**src/rtl/sps_pkg.sv**
```systemverilog
package sps_pkg;

    localparam int ACC_W     = 10;
    localparam int PAY_W     = ACC_W + 1;
    localparam int SN_BYTES  = 4;
    localparam int DEV_MSGS  = SN_BYTES + 3;
    localparam int DIDX_W    = 3;

    typedef enum logic [2:0] {
        PH_INIT     = 3'd1,
        PH_DEVDATA  = 3'd2,
        PH_SELFTEST = 3'd3,
        PH_AUTOZERO = 3'd4,
        PH_NORMAL   = 3'd5
    } phase_e;

    typedef enum logic [2:0] {
        TAG_IDENT  = 3'd1,
        TAG_USER   = 3'd2,
        TAG_STATUS = 3'd3,
        TAG_ACCEL  = 3'd4
    } tag_e;

    typedef struct packed {
        tag_e             tag;
        logic [PAY_W-1:0] data;
    } msg_t;

endpackage

```
**src/rtl/sps_slot_pacer.sv**
```systemverilog
module sps_slot_pacer #(
    parameter int PERIOD_US = 228
) (
    input  logic clk,
    input  logic rst_n,
    input  logic sync_mode,
    input  logic us_tick,
    input  logic sync_pulse,
    output logic slot
);
    localparam int CW = (PERIOD_US > 1) ? $clog2(PERIOD_US) : 1;

    typedef struct packed {
        logic [CW-1:0] cnt;
        logic          slot;
    } pacer_t;

    pacer_t q, d;

    always_comb begin
        d      = q;
        d.slot = 1'b0;
        if (sync_mode) begin
            d.cnt  = '0;
            d.slot = sync_pulse;
        end else if (us_tick) begin
            if (q.cnt == CW'(PERIOD_US - 1)) begin
                d.cnt  = '0;
                d.slot = 1'b1;
            end else begin
                d.cnt = q.cnt + 1'b1;
            end
        end
    end

    always_ff @(posedge clk or negedge rst_n) begin
        if (!rst_n) q <= '0;
        else        q <= d;
    end

    assign slot = q.slot;
endmodule

```
**src/rtl/sps_payload_mux.sv**
```systemverilog
module sps_payload_mux
    import sps_pkg::*;
(
    input  phase_e                  cur_phase,
    input  logic [DIDX_W-1:0]       idx,
    input  logic [8*SN_BYTES-1:0]   serial,
    input  logic [7:0]              mfg_rev,
    input  logic [7:0]              user_byte,
    input  logic                    ud8,
    input  logic                    az_en,
    input  logic                    err_flag,
    input  logic [ACC_W-1:0]        acc,
    output msg_t                    msg
);
    localparam int SEL_W = $clog2(SN_BYTES);

    logic [7:0] sn_byte [SN_BYTES];

    for (genvar g = 0; g < SN_BYTES; g++) begin : g_snb
        assign sn_byte[g] = serial[8*g +: 8];
    end

    always_comb begin
        msg.tag  = TAG_ACCEL;
        msg.data = {err_flag, acc};
        case (cur_phase)
            PH_DEVDATA: begin
                if (int'(idx) < SN_BYTES) begin
                    msg.tag  = TAG_IDENT;
                    msg.data = {idx, sn_byte[idx[SEL_W-1:0]]};
                end else if (int'(idx) == SN_BYTES) begin
                    msg.tag  = TAG_IDENT;
                    msg.data = {idx, mfg_rev};
                end else if (int'(idx) == SN_BYTES + 1) begin
                    msg.tag  = TAG_USER;
                    msg.data = {idx, user_byte};
                end else begin
                    msg.tag  = TAG_USER;
                    msg.data = {idx, 7'd0, ud8};
                end
            end
            PH_SELFTEST: begin
                msg.tag  = TAG_STATUS;
                msg.data = PAY_W'({az_en, err_flag});
            end
            default: begin
                msg.tag  = TAG_ACCEL;
                msg.data = {err_flag, acc};
            end
        endcase
    end
endmodule

```
**src/rtl/sensor_phase_seq.sv**
```systemverilog
module sensor_phase_seq
    import sps_pkg::*;
#(
    parameter int PERIOD_US  = 228,
    parameter int INIT_SLOTS = 16
) (
    input  logic                  clk,
    input  logic                  rst_n,
    input  logic                  us_tick,
    input  logic                  sync_pulse,
    input  logic [7:0]            cfg_user,
    input  logic                  cfg_ud8,
    input  logic                  cfg_sync_mode,
    input  logic                  cfg_autozero_en,
    input  logic [8*SN_BYTES-1:0] id_serial,
    input  logic [7:0]            id_mfg_rev,
    input  logic                  st_fail,
    input  logic                  az_done,
    input  logic [ACC_W-1:0]      acc_sample,
    input  logic                  enc_ready,
    output logic                  msg_valid,
    output logic [2:0]            msg_tag,
    output logic [PAY_W-1:0]      msg_data,
    output logic [2:0]            phase
);
    localparam int CNT_MAX = (INIT_SLOTS > DEV_MSGS) ? INIT_SLOTS : DEV_MSGS;
    localparam int IDX_W   = $clog2(CNT_MAX);

    typedef struct packed {
        phase_e           phase;
        logic [IDX_W-1:0] idx;
        logic             pending;
        logic             err;
        logic             valid;
        msg_t             msg;
    } state_t;

    localparam state_t ST_RST = '{
        phase:   PH_INIT,
        idx:     '0,
        pending: 1'b0,
        err:     1'b0,
        valid:   1'b0,
        msg:     '{tag: TAG_IDENT, data: '0}
    };

    state_t q, d;
    logic   slot;
    logic   fire;
    logic   err_flag;
    msg_t   cand;

    sps_slot_pacer #(.PERIOD_US(PERIOD_US)) u_pacer (
        .clk        (clk),
        .rst_n      (rst_n),
        .sync_mode  (cfg_sync_mode),
        .us_tick    (us_tick),
        .sync_pulse (sync_pulse),
        .slot       (slot)
    );

    assign err_flag = (q.phase == PH_SELFTEST) ? (q.err | st_fail) : q.err;

    sps_payload_mux u_mux (
        .cur_phase (q.phase),
        .idx       (q.idx[DIDX_W-1:0]),
        .serial    (id_serial),
        .mfg_rev   (id_mfg_rev),
        .user_byte (cfg_user),
        .ud8       (cfg_ud8),
        .az_en     (cfg_autozero_en),
        .err_flag  (err_flag),
        .acc       (acc_sample),
        .msg       (cand)
    );

    assign fire = q.pending && enc_ready;

    always_comb begin
        d         = q;
        d.valid   = 1'b0;
        d.pending = q.pending | slot;
        if (fire && q.phase != PH_INIT) begin
            d.valid   = 1'b1;
            d.msg     = cand;
            d.pending = slot;
        end
        case (q.phase)
            PH_INIT: begin
                if (q.pending) begin
                    d.pending = slot;
                    if (q.idx == IDX_W'(INIT_SLOTS - 1)) begin
                        d.phase = PH_DEVDATA;
                        d.idx   = '0;
                    end else begin
                        d.idx = q.idx + 1'b1;
                    end
                end
            end
            PH_DEVDATA: begin
                if (fire) begin
                    if (q.idx == IDX_W'(DEV_MSGS - 1)) begin
                        d.phase = PH_SELFTEST;
                        d.idx   = '0;
                    end else begin
                        d.idx = q.idx + 1'b1;
                    end
                end
            end
            PH_SELFTEST: begin
                if (fire) begin
                    d.err   = q.err | st_fail;
                    d.phase = cfg_autozero_en ? PH_AUTOZERO : PH_NORMAL;
                end
            end
            PH_AUTOZERO: begin
                if (az_done) d.phase = PH_NORMAL;
            end
            PH_NORMAL: ;
            default: d.phase = PH_INIT;
        endcase
    end

    always_ff @(posedge clk or negedge rst_n) begin
        if (!rst_n) q <= ST_RST;
        else        q <= d;
    end

    assign msg_valid = q.valid;
    assign msg_tag   = q.msg.tag;
    assign msg_data  = q.msg.data;
    assign phase     = q.phase;
endmodule

```
**config.mk**
```make
export PLATFORM = sky130hd
export DESIGN_NAME = sensor_phase_seq
export DESIGN_NICKNAME = d
export VERILOG_FILES = /design/src/rtl/sps_pkg.sv /design/src/rtl/sps_slot_pacer.sv /design/src/rtl/sps_payload_mux.sv /design/src/rtl/sensor_phase_seq.sv
export SDC_FILE = /design/constraint.sdc
export NUM_CORES = 1
export LEC_CHECK = 0
export BUFFER_PORTS_ARGS = -buffer_cell sky130_fd_sc_hd__clkbuf_2
export CORE_ASPECT_RATIO = 1.25
export CORE_MARGIN = 8
export CORE_UTILIZATION = 50
export CTS_CLUSTER_SIZE = 24
export DETAILED_ROUTE_END_ITERATION = 8
export GPL_TIMING_DRIVEN = 0
export MAX_ROUTING_LAYER = met4
export PLACE_DENSITY = 0.8
export REMOVE_ABC_BUFFERS = 1
export SETUP_SLACK_MARGIN = 0.3
export SLEW_MARGIN = 0
export SYNTH_ARGS = -nofsm -noshare
export SYNTH_HDL_FRONTEND = slang
export SYNTH_HIERARCHICAL = 1
export SYNTH_SLANG_ARGS = --single-unit
```
**constraint.sdc**
```tcl
create_clock -name clk -period 2.5 [get_ports clk]
set_input_delay 0.5 -clock clk [delete_from_list [all_inputs] [get_ports clk]]
set_output_delay 0.5 -clock clk [all_outputs]
set_load 0.01 [all_outputs]
```
---- Yosys cells after proc, flatten, opt, wreduce, memory -nomap -nowiden ----
Cells that the tools add are included.
W data, S select, Z words.
storage, ports and cells
  word-level logic and storage cells ...... 67
  flip-flop bits (word level) ............. 33
  bits of input ports ..................... 68
operators by class
  add/subtract/negate cells ............... 2
  reduce and logical (&&, ||, !) cells .... 7
  eq/ne operators ......................... 17
  bitwise gates (word level) .............. 4
  muxes and demuxes ....................... 26
  $lt $le $gt $ge ......................... 2
operator list
  kind                   number
  $mux W8                5
  $pmux W14 S2           1
  $mux W9                2
  $bmux W8 S2            1
  $mux W15               1
  $pmux W3 S5            1
  $mux W14               1
  $mux W13               1
  $eq A3 B3 Y1 const B   4
  $mux W3                4
  $ne A2 B2 Y1 const B   6
  $add A8 B1 Y8 const B  1
  $eq A8 B8 Y1 const B   1
  $mux W4                2
  $pmux W4 S2            1
  $mux W7                1
  $reduce_and A7 Y1      1
  $eq A3 B2 Y1 const B   2
  $mux W1                5
  $add A4 B1 Y4 const B  1
  $eq A4 B3 Y1 const B   1
  $eq A4 B4 Y1 const B   1
  $reduce_bool A2 Y1     2
  $eq A3 B1 Y1 const B   1
  9 further kinds        11

---- Logic depth before layout (Yosys ltp) ----
  depth in word-level cells ............... 7
  mapped depth ............................ 8
  mapped depth without buffers ............ 6

---- Modules after synthesis ----
The synthesis kept the hierarchy.
modules (own cells, without submodules)
  module            area each (um^2)  instances  seq. area each (um^2)  cells each
  sensor_phase_seq  1288.7            1          603.1                  114
  sps_payload_mux   688.2             1          0.0                    103
  sps_slot_pacer    499.2             1          225.2                  54

---- Worst setup path after synthesis ----
OpenSTA, ideal clock, no wires.
  kind .................................... reg2reg
  from .................................... reg q[17] (netlist name)
  to ...................................... reg q, in the netlist msg_data[2]
  setup time .............................. 0.125 ns
  required time ........................... 2.375 ns
  path slack .............................. 0.764 ns
  buffers on the path ..................... 2
  stages on the path, launching flop included .. 8
  data arrival time ....................... 1.612 ns
  cells stage by stage .................... dfrtp_1 -> buf_6 -> buf_8 -> mux2_4 -> o22a_1 -> o2111ai_1 -> nand2_1 -> mux2_2
RTL lines
  element                   line                     text
  start: declaration        sensor_phase_seq.sv:47   state_t q, d;
  start signal: assignment  sensor_phase_seq.sv:125  if (!rst_n) q <= ST_RST;
  start signal: assignment  sensor_phase_seq.sv:126  else q <= d;

==> results.cfg <==
[run_status]
status = complete, no violations

[flow_run]
drv_cap = 0

[synth]
async_flop_share_pct = 100
netlist_area_mm2 = 0.00248
synth-main-ff-cell = dfrtp_1
synth-edff-count = 0
ys_seq_elements = 33
synth_seq_area_share_pct = 33.5
synth_cell_types = 55
syn_avg_cell_area_um2 = 9.14
synth.yosys.warnings = 6
syn_inst = 271

[drt]
ant_nets = 0
wl_per_cell_um = 15.6
dr.pass1.iters = 4
drt-total-wl_um = 6110
drt_iter0_drc = 79
via_per_inst = 5.57
drc = 0
route.vias.total = 2185

[worst_setup_path]
required_ns = 2.67
cp-endpoint = msg_data[1]
cp_max_fo = 28
crit_path_start = q[19]
rrSetupSlack_ns = 0.48
crit_type = flip-flop to flip-flop
endpoint_kind = flip-flop
cp.arrival_ns = 2.18
timing.rr.end = msg_data[1]
cp-start-kind = flip-flop
r2r_start = q[19]
reg2regPathDepth = 5

[power_and_ir_drop]
power-per-cell-area_mw_per_mm2 = 480
power_mw = 1.39
vdd_drop_max_mv = 0.347
p_leak_nw = 1.37

[floorplan]
coreArea_mm2 = 0.00476
die_area_mm2 = 0.00747
io_pins = 86
die_w_um = 78.9
fp-row-count = 28
die_y_um = 94.7
start_util_pct = 52.0

[place]
io_buffers = 85
dp_cells = 384
gp_congestion = 0.891
hpwlAfterDp_um = 4630
place_area_mm2 = 0.00274

[timing]
hold_slack_ns = 0.307
max_freq_mhz = 496
clock_skew_ns = 0.00613
tightest_slew_ns = 0.897
finalCriticalPeriod_ns = 2.02
slew_headroom_pct = 40.2
setup_viol = 0
finalMaxSlewViolations = 0
rsz0062_at_grt = no
fin_crit_sh_pct = 80.6
hold_viol_final = 0

[clocking]
clkLatencyLatePin_ns = 0.28
cts_tree = yes
cts-hold-fix-buffers = 0
cts-htree-levels = 2
clock-sinks = 33
numCtsBuffers = 5
cts_buffer_depth = 2
post_cts_buffers = 0
clockRootBuffer = clkbuf_8
clk_pin_slew_worst_paths_ns = 0.07

[finish]
drive_gt1_share_pct = 40.1
stdcell_count = 392
fill_cells = 435
diodes = 0
synthToLayoutAreaGrowth_pct = 16.9
nets = 404
final_cell_area_mm2 = 0.00289
final_core_util_pct = 60.7

[grt]
overflow = 0
use_met2_pct = 29.8
antenna_found_initial = 0
grt_max_degree = 34
grt_usage_pct = 16.8
met1_usage_pct = 17.5
grt-busiest-layer = met2
grt_pass1_wl_um = 9890
use_met3_pct = 5.61
first_global_vias = 2152

[worst_hold_path]
hp-class = input pin to asynchronous set/reset pin
## how the worst min path moves through the flow
stage | startpoint | end | depth (start not counted)
detailed placement | u_pacer/slot | q[16] | 1
CTS | rst_n | msg_data[10] | 1
floorplan | rst_n | msg_data[0] | 0
finish | rst_n | u_pacer/q[8] | 1
global placement | u_pacer/slot | q[16] | 1
global route | rst_n | msg_data[10] | 1
## routing by layer
metal	part of all wire, %	vias to the layer above
li1	-	1078
met1	40	1019
met2	50	83
met3	9.7	5
met4	0.70	0
met5	0	-
## flip-flops by register name, summed over array words and instances, names as in the netlist
name,cells
q,6
msg_data,11
u_pacer/slot,1
phase,3
msg_tag,3
u_pacer/q,8
msg_valid,1
## cell usage after synthesis (3+ instances only)
cell type   n  area share [%]
nand2_1    36             5.5
dfrtp_1    31              31
mux2_2     20             9.1
o21ai_0    19             3.8
buf_4      18             5.5
a21oi_1    12             2.4
mux2i_1    10             4.0
nor2_1     10             1.5
nor2b_1    10             2.5
inv_1       8             1.2
nand3_1     8             1.6
o22a_1      8             2.8
o2111ai_1   7             2.5
clkbuf_1    6            0.91
a31oi_1     5             1.3
ha_1        5             2.5
and3_1      4             1.0
buf_6       4             1.8
nand2b_1    4             1.0
o211ai_1    4             1.2
buf_2       3            0.61
## placed cells by master (no fill, tap or decap), types with 2 or more instances in the layout
cell type  count
clkbuf_2      85
nand2_1       36
dfrtp_1       29
mux2_2        20
o21ai_0       19
a21oi_1       12
nor2_1        10
mux2i_1       10
inv_1          8
nand3_1        8
nor2b_1        8
o22a_1         8
o2111ai_1      7
a31oi_1        5
ha_1           5
clkbuf_8       5
nand2b_1       4
and3_1         4
o211ai_1       4
nand2b_4       2
and2b_1        2
bufinv_16      2
clkinv_2       2
dfstp_2        2
nand4_1        2
or4_1          2
## power breakdown
part	leakage, nW	internal (mW)	switching [mW]	total (mW)
combinational	0.901	0.111	0.0980	0.209
sequential	0.397	0.573	0.0219	0.595
clock	0.0681	0.396	0.191	0.586
## cell type report
type	count	area (um^2)	area share, %
sequential	33	833	28.8
tap	60	75.1	2.59
inverter	9	35.0	1.21
multi-input combinational	197	1390	48.1
clock inverter	3	65.1	2.25
timing repair buffer	85	425	14.7
clock buffer	5	68.8	2.38
## timing repair
item / 4_1_cts / 5_1_grt
cloned: 0 / 0
pin swaps: 0 / 0
endpoints found under the setup margin: 20 / 11
gates resized for setup: 3 / 4
## critical path: stages (launching register included)
cell,delay [ns]
dfrtp_1,0.93
nand2b_4,0.17
o22a_1,0.24
o2111ai_1,0.18
nand3_1,0.10
mux2_2,0.27
## metrics by stage
stage          setup TNS [ns]  worst slack [ns]
6_report                    0             0.485
5_1_grt                     0             0.354
4_1_cts                     0             0.339
3_5_place_dp           -0.280            -0.138
3_3_place_gp           -0.315            -0.158
2_1_floorplan               0             0.368
## kinds of logic after synthesis
kind of cell	synth area share [%]
and+or+nand+nor	19.3
AOI/OAI and AO/OA	18.8
buffers and inverters	10.8
DFF	33.5
muxes	14.8
adders and majority gates	2.53
xor gates and xnor gates	0.354
No activity file was read; power rests on OpenSTA's default activity.
